--- config.mk ---
export PLATFORM = sky130hd
export DESIGN_NAME = addr_window_router
export DESIGN_NICKNAME = d
export VERILOG_FILES = /design/src/rtl/addr_window_router.sv
export SDC_FILE = /design/constraint.sdc
export NUM_CORES = 1
export LEC_CHECK = 0
export BUFFER_PORTS_ARGS = -buffer_cell sky130_fd_sc_hd__clkbuf_2
export CAP_MARGIN = 15
export CORE_AREA = 2 2 144 146
export CTS_CLUSTER_DIAMETER = 200
export DETAILED_ROUTE_END_ITERATION = 8
export DIE_AREA = 0 0 146 148
export SETUP_SLACK_MARGIN = 0.15
export SYNTH_ARGS = -nofsm -noshare
export SYNTH_HDL_FRONTEND = slang
export SYNTH_SLANG_ARGS = --single-unit
--- constraint.sdc ---
create_clock -name clk -period 2.3 [get_ports clk]
set_input_delay 0.46 -clock clk [delete_from_list [all_inputs] [get_ports clk]]
set_output_delay 0.46 -clock clk [all_outputs]
set_load 0.005 [all_outputs]
--- src/rtl/addr_window_router.sv ---
module addr_window_router #(
  parameter int          DATA_W    = 64,
  parameter logic [11:0] START_OFS = 12'hC00,
  parameter logic [11:0] END_OFS   = 12'hC04,
  parameter logic [11:0] START_RST = 12'h001,
  parameter logic [11:0] END_RST   = 12'hC00
) (
  input  logic              clk,
  input  logic              rst_n,
  input  logic              cfg_sel,
  input  logic              cfg_we,
  input  logic [11:0]       cfg_addr,
  input  logic [31:0]       cfg_wdata,
  output logic [31:0]       cfg_rdata,
  input  logic              req_valid,
  output logic              req_ready,
  input  logic [31:0]       req_addr,
  input  logic [DATA_W-1:0] req_data,
  output logic              route_sel,
  output logic              m0_valid,
  input  logic              m0_ready,
  output logic [31:0]       m0_addr,
  output logic [DATA_W-1:0] m0_data,
  output logic              m1_valid,
  input  logic              m1_ready,
  output logic [31:0]       m1_addr,
  output logic [DATA_W-1:0] m1_data
);
  localparam int FLD_LSB = 20;
  localparam int FLD_W   = 32 - FLD_LSB;

  logic [FLD_W-1:0] lo_q, hi_q;
  logic             en_q;
  logic             wr_lo, wr_hi;
  logic [FLD_W-1:0] page;

  assign wr_lo = cfg_sel && cfg_we && (cfg_addr == START_OFS);
  assign wr_hi = cfg_sel && cfg_we && (cfg_addr == END_OFS);

  always_ff @(posedge clk) begin
    if (!rst_n) begin
      lo_q <= START_RST;
      en_q <= 1'b1;
      hi_q <= END_RST;
    end else begin
      if (wr_lo) begin
        lo_q <= cfg_wdata[31:FLD_LSB];
        en_q <= cfg_wdata[0];
      end
      if (wr_hi) hi_q <= cfg_wdata[31:FLD_LSB];
    end
  end

  always_comb begin
    cfg_rdata = '0;
    if (cfg_addr == START_OFS)    cfg_rdata = {lo_q, {(FLD_LSB-1){1'b0}}, en_q};
    else if (cfg_addr == END_OFS) cfg_rdata = {hi_q, {FLD_LSB{1'b0}}};
  end

  assign page      = req_addr[31:FLD_LSB];
  assign route_sel = en_q && (page >= lo_q) && (page < hi_q);

  assign m0_valid  = req_valid && !route_sel;
  assign m1_valid  = req_valid &&  route_sel;
  assign req_ready = route_sel ? m1_ready : m0_ready;
  assign m0_addr   = req_addr;
  assign m1_addr   = req_addr;
  assign m0_data   = req_data;
  assign m1_data   = req_data;


  one_port_chk: assert property (@(posedge clk) disable iff (!rst_n)
    $onehot0({m0_valid, m1_valid}) && (req_valid == (m0_valid || m1_valid)));


  disabled_m0_chk: assert property (@(posedge clk) disable iff (!rst_n)
    !en_q |-> !m1_valid);


  empty_window_chk: assert property (@(posedge clk) disable iff (!rst_n)
    (hi_q <= lo_q) |-> !route_sel);


  start_rsvd_zero_chk: assert property (@(posedge clk) disable iff (!rst_n)
    (cfg_addr == START_OFS) |-> (cfg_rdata[FLD_LSB-1:1] == '0));


  end_rsvd_zero_chk: assert property (@(posedge clk) disable iff (!rst_n)
    (cfg_addr == END_OFS) |-> (cfg_rdata[FLD_LSB-1:0] == '0));


  start_update_chk: assert property (@(posedge clk) disable iff (!rst_n)
    wr_lo |=> (lo_q == $past(cfg_wdata[31:FLD_LSB])) && (en_q == $past(cfg_wdata[0])));


  other_ofs_hold_chk: assert property (@(posedge clk) disable iff (!rst_n)
    !(wr_lo || wr_hi) |=> $stable(lo_q) && $stable(hi_q) && $stable(en_q));
endmodule

==> results of run 1 <==
## cell families (layout without fill, tap and decap cells)
logic type / count (synthesis) / count (layout)
other: 1 / 19
and+or+nand+nor: 52 / 52
buffers and inverters: 244 / 157
muxes: 26 / 26
adders and majority gates: 23 / 23
DFF: 25 / 25
AOI/OAI and AO/OA: 30 / 30
## Yosys cell counts, types with 2 or more instances
library cell and n:
ha_1 23, a21oi_1 8, o21ai_0 6, dfxtp_1 25, nor2_1 9, buf_6 2, nand4_1 3, inv_1 26
a22o_1 12, nand2_1 7, and2_1 2, clkbuf_1 4, nor2b_1 24, mux2i_1 25, nor3_1 2, buf_4 211
## layout make-up
type | count | area (µm²) | area share, %
Clock buffer | 3 | 75.1 | 2.40
Timing Repair Buffer | 127 | 795 | 25.4
Multi-Input combinational cell | 150 | 1310 | 41.8
Tap cell | 270 | 338 | 10.8
Sequential cell | 25 | 512 | 16.3
Inverter | 26 | 97.6 | 3.12
Clock inverter | 1 | 7.51 | 0.240
## power groups by stage
stage	Sequential, mW	Combinational (mW)	Clock [mW]
after floorplan	0.443	0.361	0
after global placement	0.443	0.200	0
after detailed placement	0.443	0.201	0
after CTS	0.432	0.210	0.427
after global routing	0.432	0.243	0.444
final	0.432	0.216	0.409
## registers in the layout, indices dropped and copies added, names as in the netlist
signal / count
en_q: 1
hi_q: 12
lo_q: 12
## routing by layer
layer	GRT usage, %	vias to the layer above	part of all wire, %
li1	-	918	-
met3	6.94	43	18
met5	0.227	-	0
met4	4.71	0	4.7
met1	7.23	848	29
met2	15.2	204	48
## critical path, delay by kind of cell, from the launching register on
| kind | cells | cell delay, ns |
|---|---|---|
| AOI/OAI and AO/OA | 4 | 0.70 |
| DFF | 1 | 0.33 |
| buffers and inverters | 3 | 0.32 |
| muxes | 1 | 0.31 |
| adders and majority gates | 1 | 0.27 |
## metrics by stage
step           util (%)  cells  total power [mW]  hold WS (ns)
2_1_floorplan         -    419             0.803         0.447
3_3_place_gp       14.6    595             0.642         0.517
3_5_place_dp       14.6    595             0.643         0.514
4_1_cts            15.2    601              1.07         0.402
5_1_grt            15.6    602              1.12         0.435
6_report           15.6    602              1.06         0.410
## worst paths after layout
| kind | startpoint | to | slack (ns) | cells past startpoint |
|---|---|---|---|---|
| setup reg to reg | hi_q[11] | hi_q[11] | 1.52 | 3 |
| hold reg to reg | en_q | en_q | 0.55 | 2 |
| setup / recovery | hi_q[1] | req_ready | -0.35 | 9 |
| hold / removal | cfg_wdata[0] | en_q | 0.41 | 3 |
## timing repair
action,4_1_cts,5_1_grt
setup buffers,2,1
endpoints found under the setup margin,9,17
pin swaps,11,12
hold buffers,0,0
cloned,0,0
resized for setup,19,27
==> summary.md, run 1 <==
| Metric | Value |
|---|---|
| Final hold vios | 0 |
| Layout filler cell count | 2300 |
| Yosys warns | 0 |
| Main combinational cell family by area after synthesis | buffers and inverters |
| Multiplexer fraction of the synthesized cell area | 7.89% |
| CTS Sinks | 25 |
| Switching share of power | 25.9% |
| Worst-path cell with the longest stage delay | dfxtp_1 |
| Number of max-cap violations | 0 |
| Antenna violations before repair | 0 |
| Switch Pwr | 0.274 mW |
| Max IR drop VDD | 0.000217 V |
| Int Power | 0.783 mW |
| Commonest non-fill, non-tap cells in the layout | clkbuf_2 (70), buf_4 (40), mux2i_1 (25) |
| Most used DFF post-synth | dfxtp_1 |
| Commonest non-fill, non-tap cell in the layout | clkbuf_2 |
| Cell variety after synth | 28 |
| Pwr dens | 337 nW/µm² |
| Cell taking the most area after synthesis | buf_4 |
| WS Path Type | reg -> out |
| Clock slew at reported path FFs | 0.07 ns |
| Root buffer cell | clkbuf_16 |
| IO buf count | 84 |
| Vias in the first global route | 1934 |
| # rows | 52 |
| Static leakage | 1.40 nW |
| Nets | 503 |
| TNS Setup | -1.12 ns |
| Final setup fails | 4 |
| Routability cong. | 0.720 |
| Post-synthesis async set-or-reset flop share | 0% |
| Layout area overhead | -5.47% |
| Share of layout cells above drive strength 1 | 50.6% |
| Tot GR Track Use | 8.83% |
| Post-synthesis compound-gate area fraction | 6.61% |
| First-pass GRT wire length | 13.8 mm |
| CTS tree | built |
| Crit Path Max Fanout | 3 |
| Placed Area | 2930 µm² |
| RSZ-0062 raised after global routing | true |
| DRT iter0 DRCs | 51 |
| Cell area after synthesis | 3310 µm² |
| Violated checks | setup timing |
| Crit-path cells | inv_1 > ha_1 > o21ai_1 > a21oi_1 > o2111a_1 > a311oi_2 > buf_4 > mux2_4 > clkbuf_2 |
| Register bit count reported by yosys | 25 |
| Aggregate routed wire length | 10.1 mm |
| Sequential power share | 40.9% |
| CP required | 1.84 ns |
| Grt ovf | 0 |
| DRT antenna net count | 0 |
| Synth top area share | 47.8% |
| Pre-CTS setup slack | -0.462 ns |
| Design Area, Final | 3130 µm² |
| Post-synthesis simple-gate area fraction | 9.14% |
| Setup Skew | 0 ns |
| Part of the cycle the worst path needs | 115% |
| Worst skew pair latency | 0.27 ns |
| CP max stage delay | 0.33 ns |
| Cells after Synth | 401 |
| Core Area | 20000 µm² |
| IO Pins | 375 |
| Hold Path Class | in -> reg |
| Top post-synthesis cells by area | buf_4 (48%), dfxtp_1 (15%), ha_1 (8.7%) |
| Seq/Total Area, Yosys | 15.1% |
| Vias after detailed routing | 2013 |
| Fin crit period | 2.65 ns |
| Average cell area after synthesis | 8.27 µm² |
| Die area | 21600 µm² |
| DIE WIDTH | 146 µm |
| Maximum root-to-sink buffer count | 2 |
| PnR worst setup slack | -0.351 ns |
| Hpwl dp | 8.97 mm |
| Drt pass-1 iters | 4 |
| H-Tree Depth | 1 |
| Diodes inserted | 0 |
| Largest net degree at the start of global routing | 26 |
| Combinational share of power | 20.4% |
| Num CTS Buffers | 3 |
| Arrival @ worst endpoint | 2.19 ns |
| Final Max Tran Viols | 0 |
| Clock power share | 38.7% |
| Vias per cell | 3.34 |
| EDFF count, synth | 0 |
| Outcome | finished, violations left |
| Critical Path Sink Type | primary output |
| Critical Path Start Type | register |
| Residual DRC | 0 |
| Drt wl/cell | 16.8 µm |
| Peak Freq | 377 MHz |
| Post-synthesis adder-cell area fraction | 8.68% |
| Die height | 148 µm |
| Starting Density | 16.5% |
| XOR/XNOR Fraction of Synth Area | 0% |
Note: power is estimated with default switching activity, not from simulation.
==> run 2, diff against run 1 <==
--- a/config.mk
+++ b/config.mk
@@ -5,12 +5,13 @@
 export SDC_FILE = /design/constraint.sdc
 export NUM_CORES = 1
 export LEC_CHECK = 0
+export ABC_AREA = 1
 export BUFFER_PORTS_ARGS = -buffer_cell sky130_fd_sc_hd__clkbuf_2
 export CAP_MARGIN = 15
-export CORE_AREA = 2 2 144 146
+export CORE_AREA = 2 2 146 148
 export CTS_CLUSTER_DIAMETER = 200
 export DETAILED_ROUTE_END_ITERATION = 8
-export DIE_AREA = 0 0 146 148
+export DIE_AREA = 0 0 148 150
 export SETUP_SLACK_MARGIN = 0.15
 export SYNTH_ARGS = -nofsm -noshare
 export SYNTH_HDL_FRONTEND = slang
==> summary.md, run 2 <==
| Metric | Value |
|---|---|
| Largest net degree at the start of global routing | 26 |
| Grt ovf | 0 |
| IO buf count | 84 |
| Static leakage | 1.56 nW |
| Hpwl dp | 6.89 mm |
| Core Area | 20700 µm² |
| Crit path launch | lo_q[8] |
| Seq/Total Area, Yosys | 14.8% |
| Residual DRC | 0 |
| Drt wl/cell | 13.0 µm |
| Slew margin rel. | 60.7% |
| Die area | 22200 µm² |
| Top post-synthesis cells by area | buf_4 (47%), dfxtp_1 (15%), nand2_1 (11%) |
| Drt pass-1 iters | 4 |
| Max IR drop VDD | 0.000227 V |
| Register bit count reported by yosys | 25 |
| Largest regs | hi_q x12, lo_q x12, en_q x1 |
| Num CTS Buffers | 3 |
| Cell taking the most area after synthesis | buf_4 |
| Most used DFF post-synth | dfxtp_1 |
| DRT antenna net count | 0 |
| Vias after detailed routing | 2186 |
| Starting Density | 16.3% |
| Final setup fails | 0 |
| Vias in the first global route | 2103 |
| CP required | 1.84 ns |
| Cells after Synth | 495 |
| GR met2 Demand/Resource | 12.0% |
| Tot Pwr | 1.08 mW |
| Layout filler cell count | 2420 |
| Layout Utilization | 14.7% |
| Vias per cell | 3.26 |
| Critical Path End | m1_valid |
| Fin cells | 670 |
| Hold Path Class | in -> reg |
| Worst-margin pin slew | 0.589 ns |
| Critical Path Sink Type | primary output |
| Reg2Reg Depth | 5 |
| Setup slack, reg-to-reg | 1.54 ns |
| Fin crit period | 2.23 ns |
| Cell area after synthesis | 3380 µm² |
| Crit Path Max Fanout | 3 |
| Pwr dens | 355 nW/µm² |
| First-pass GRT wire length | 12.3 mm |
| EDFF count, synth | 0 |
| H-Tree Depth | 1 |
| Number of max-cap violations | 0 |
| Tot GR Track Use | 7.60% |
| WS Path Type | reg -> out |
| Cell variety after synth | 20 |
| Diodes inserted | 0 |
| Final Max Tran Viols | 0 |
| Final hold vios | 0 |
| Arrival @ worst endpoint | 1.77 ns |
| Nets | 566 |
| CTS Sinks | 25 |
| Antenna violations before repair | 1 |
| CP max stage delay | 0.33 ns |
| Average cell area after synthesis | 6.82 µm² |
| Yosys warns | 0 |
| Hold_buf cts | 0 |
| RR Endpoint | hi_q[5] |
| DRT iter0 DRCs | 86 |
| DP Cell Count | 663 |
| Part of the cycle the worst path needs | 97.0% |
| Setup Skew | 0 ns |
| RSZ-0062 raised after global routing | true |
| Die height | 150 µm |
| Aggregate routed wire length | 8.71 mm |
| Worst-path cell with the longest stage delay | dfxtp_2 |
| Share of layout cells above drive strength 1 | 41.5% |
| Worst skew pair latency | 0.27 ns |
| Post-synth top cells | buf_4 (212), nand2_1 (95), nor2_1 (56) |
| Synth top area share | 47.1% |
| Crit-path cells | inv_2 > ha_4 > nand2_2 > nor2_2 > nand2_1 > nor2_1 > nand2_2 > nand2_4 > nand2_8 > nor2_1 > buf_2 |
| Post-synthesis async set-or-reset flop share | 0% |
| Layout area overhead | -9.86% |
| # rows | 53 |
| Clock slew at reported path FFs | 0.08 ns |
| Most common cell in the netlist | buf_4 |
| Commonest non-fill, non-tap cells in the layout | nand2_1 (80), clkbuf_2 (80), nor2_1 (52) |
| DIE WIDTH | 148 µm |
| Peak Freq | 448 MHz |
| Critical Path Start Type | register |
| Routability cong. | 0.722 |
| IO Pins | 375 |
| CTS tree | built |
| Maximum root-to-sink buffer count | 2 |
| Root buffer cell | clkbuf_16 |
| Grt met1 use | 7.64% |
| Met3 usage | 3.69% |
| Reg-to-reg startpoint | hi_q[5] |
| Busiest grt layer | met2 |
| Outcome | completed |
==> run 2: changes by cell type after synthesis, moves of 12 or more <==
cell     before  now
nor2_1        9   56
mux2i_1      25    0
nand2_1       7   95
nor2b_1      24    0
inv_1        26   41
a22o_1       12    0
==> run 2: kinds of logic after synthesis <==
kind of cell	share of synthesized area, %
adders and majority gates	8.52
and+or+nand+nor	20.0
other	0.111
AOI/OAI and AO/OA	3.22
DFF	14.8
buffers and inverters	53.3
==> run 2: cell type report <==
class	count	area, µm²	area share, %
clock inverter	1	7.51	0.247
clock buffer	3	75.1	2.47
tap	275	344	11.3
inverter	42	160	5.26
sequential	25	512	16.8
timing repair buffer	98	548	18.0
multi-input combinational	226	1400	45.9
==> run 2: critical path: cells and delay by family (launching register included) <==
family                   cells  cell delay (ns)
AND/OR/NAND/NOR              8             0.75
buffers and inverters        2             0.16
adder cells (fa/ha/maj)      1             0.26
flip-flops                   1             0.33
==> run 2: routing by layer <==
metal  up-vias  wire (µm)
li1       1076          -
met1       920       3160
met2       128       3920
met3        62       1080
met4         0        545
met5         -          0
==> run 2: worst min path at each step <==
stage	startpoint	to	slack [ns]	depth (start not counted)
final	cfg_wdata[31]	hi_q[11]	0.41	3
after global routing	cfg_wdata[0]	en_q	0.42	3
after CTS	cfg_wdata[31]	hi_q[11]	0.41	3
after detailed placement	hi_q[10]	hi_q[10]	0.46	2
after global placement	hi_q[10]	hi_q[10]	0.46	2
after floorplan	en_q	en_q	0.44	2
==> run 2: stage by stage <==
step	setup TNS, ns	instance area, µm²	hold WS (ns)	worst slack (ns)
after floorplan	0	3440	0.442	0.455
after global placement	-0.108	2660	0.456	-0.0754
after detailed placement	-0.240	2660	0.458	-0.111
after CTS	0	2920	0.408	0.0353
after global routing	-0.0966	3040	0.423	-0.0369
final	0	3040	0.414	0.0685
==> run 2: report_power, final <==
part	total [mW]	switching, mW	internal, mW
combinational	0.224	0.122	0.101
clock	0.424	0.186	0.237
sequential	0.432	0.0000171	0.432
total	1.08	0.309	0.771
==> run 2: timing repair <==
item	4_1_cts	5_1_grt
resized for setup	42	28
pin swaps	19	14
endpoints found under the setup margin	4	12
buffers inserted	1	2
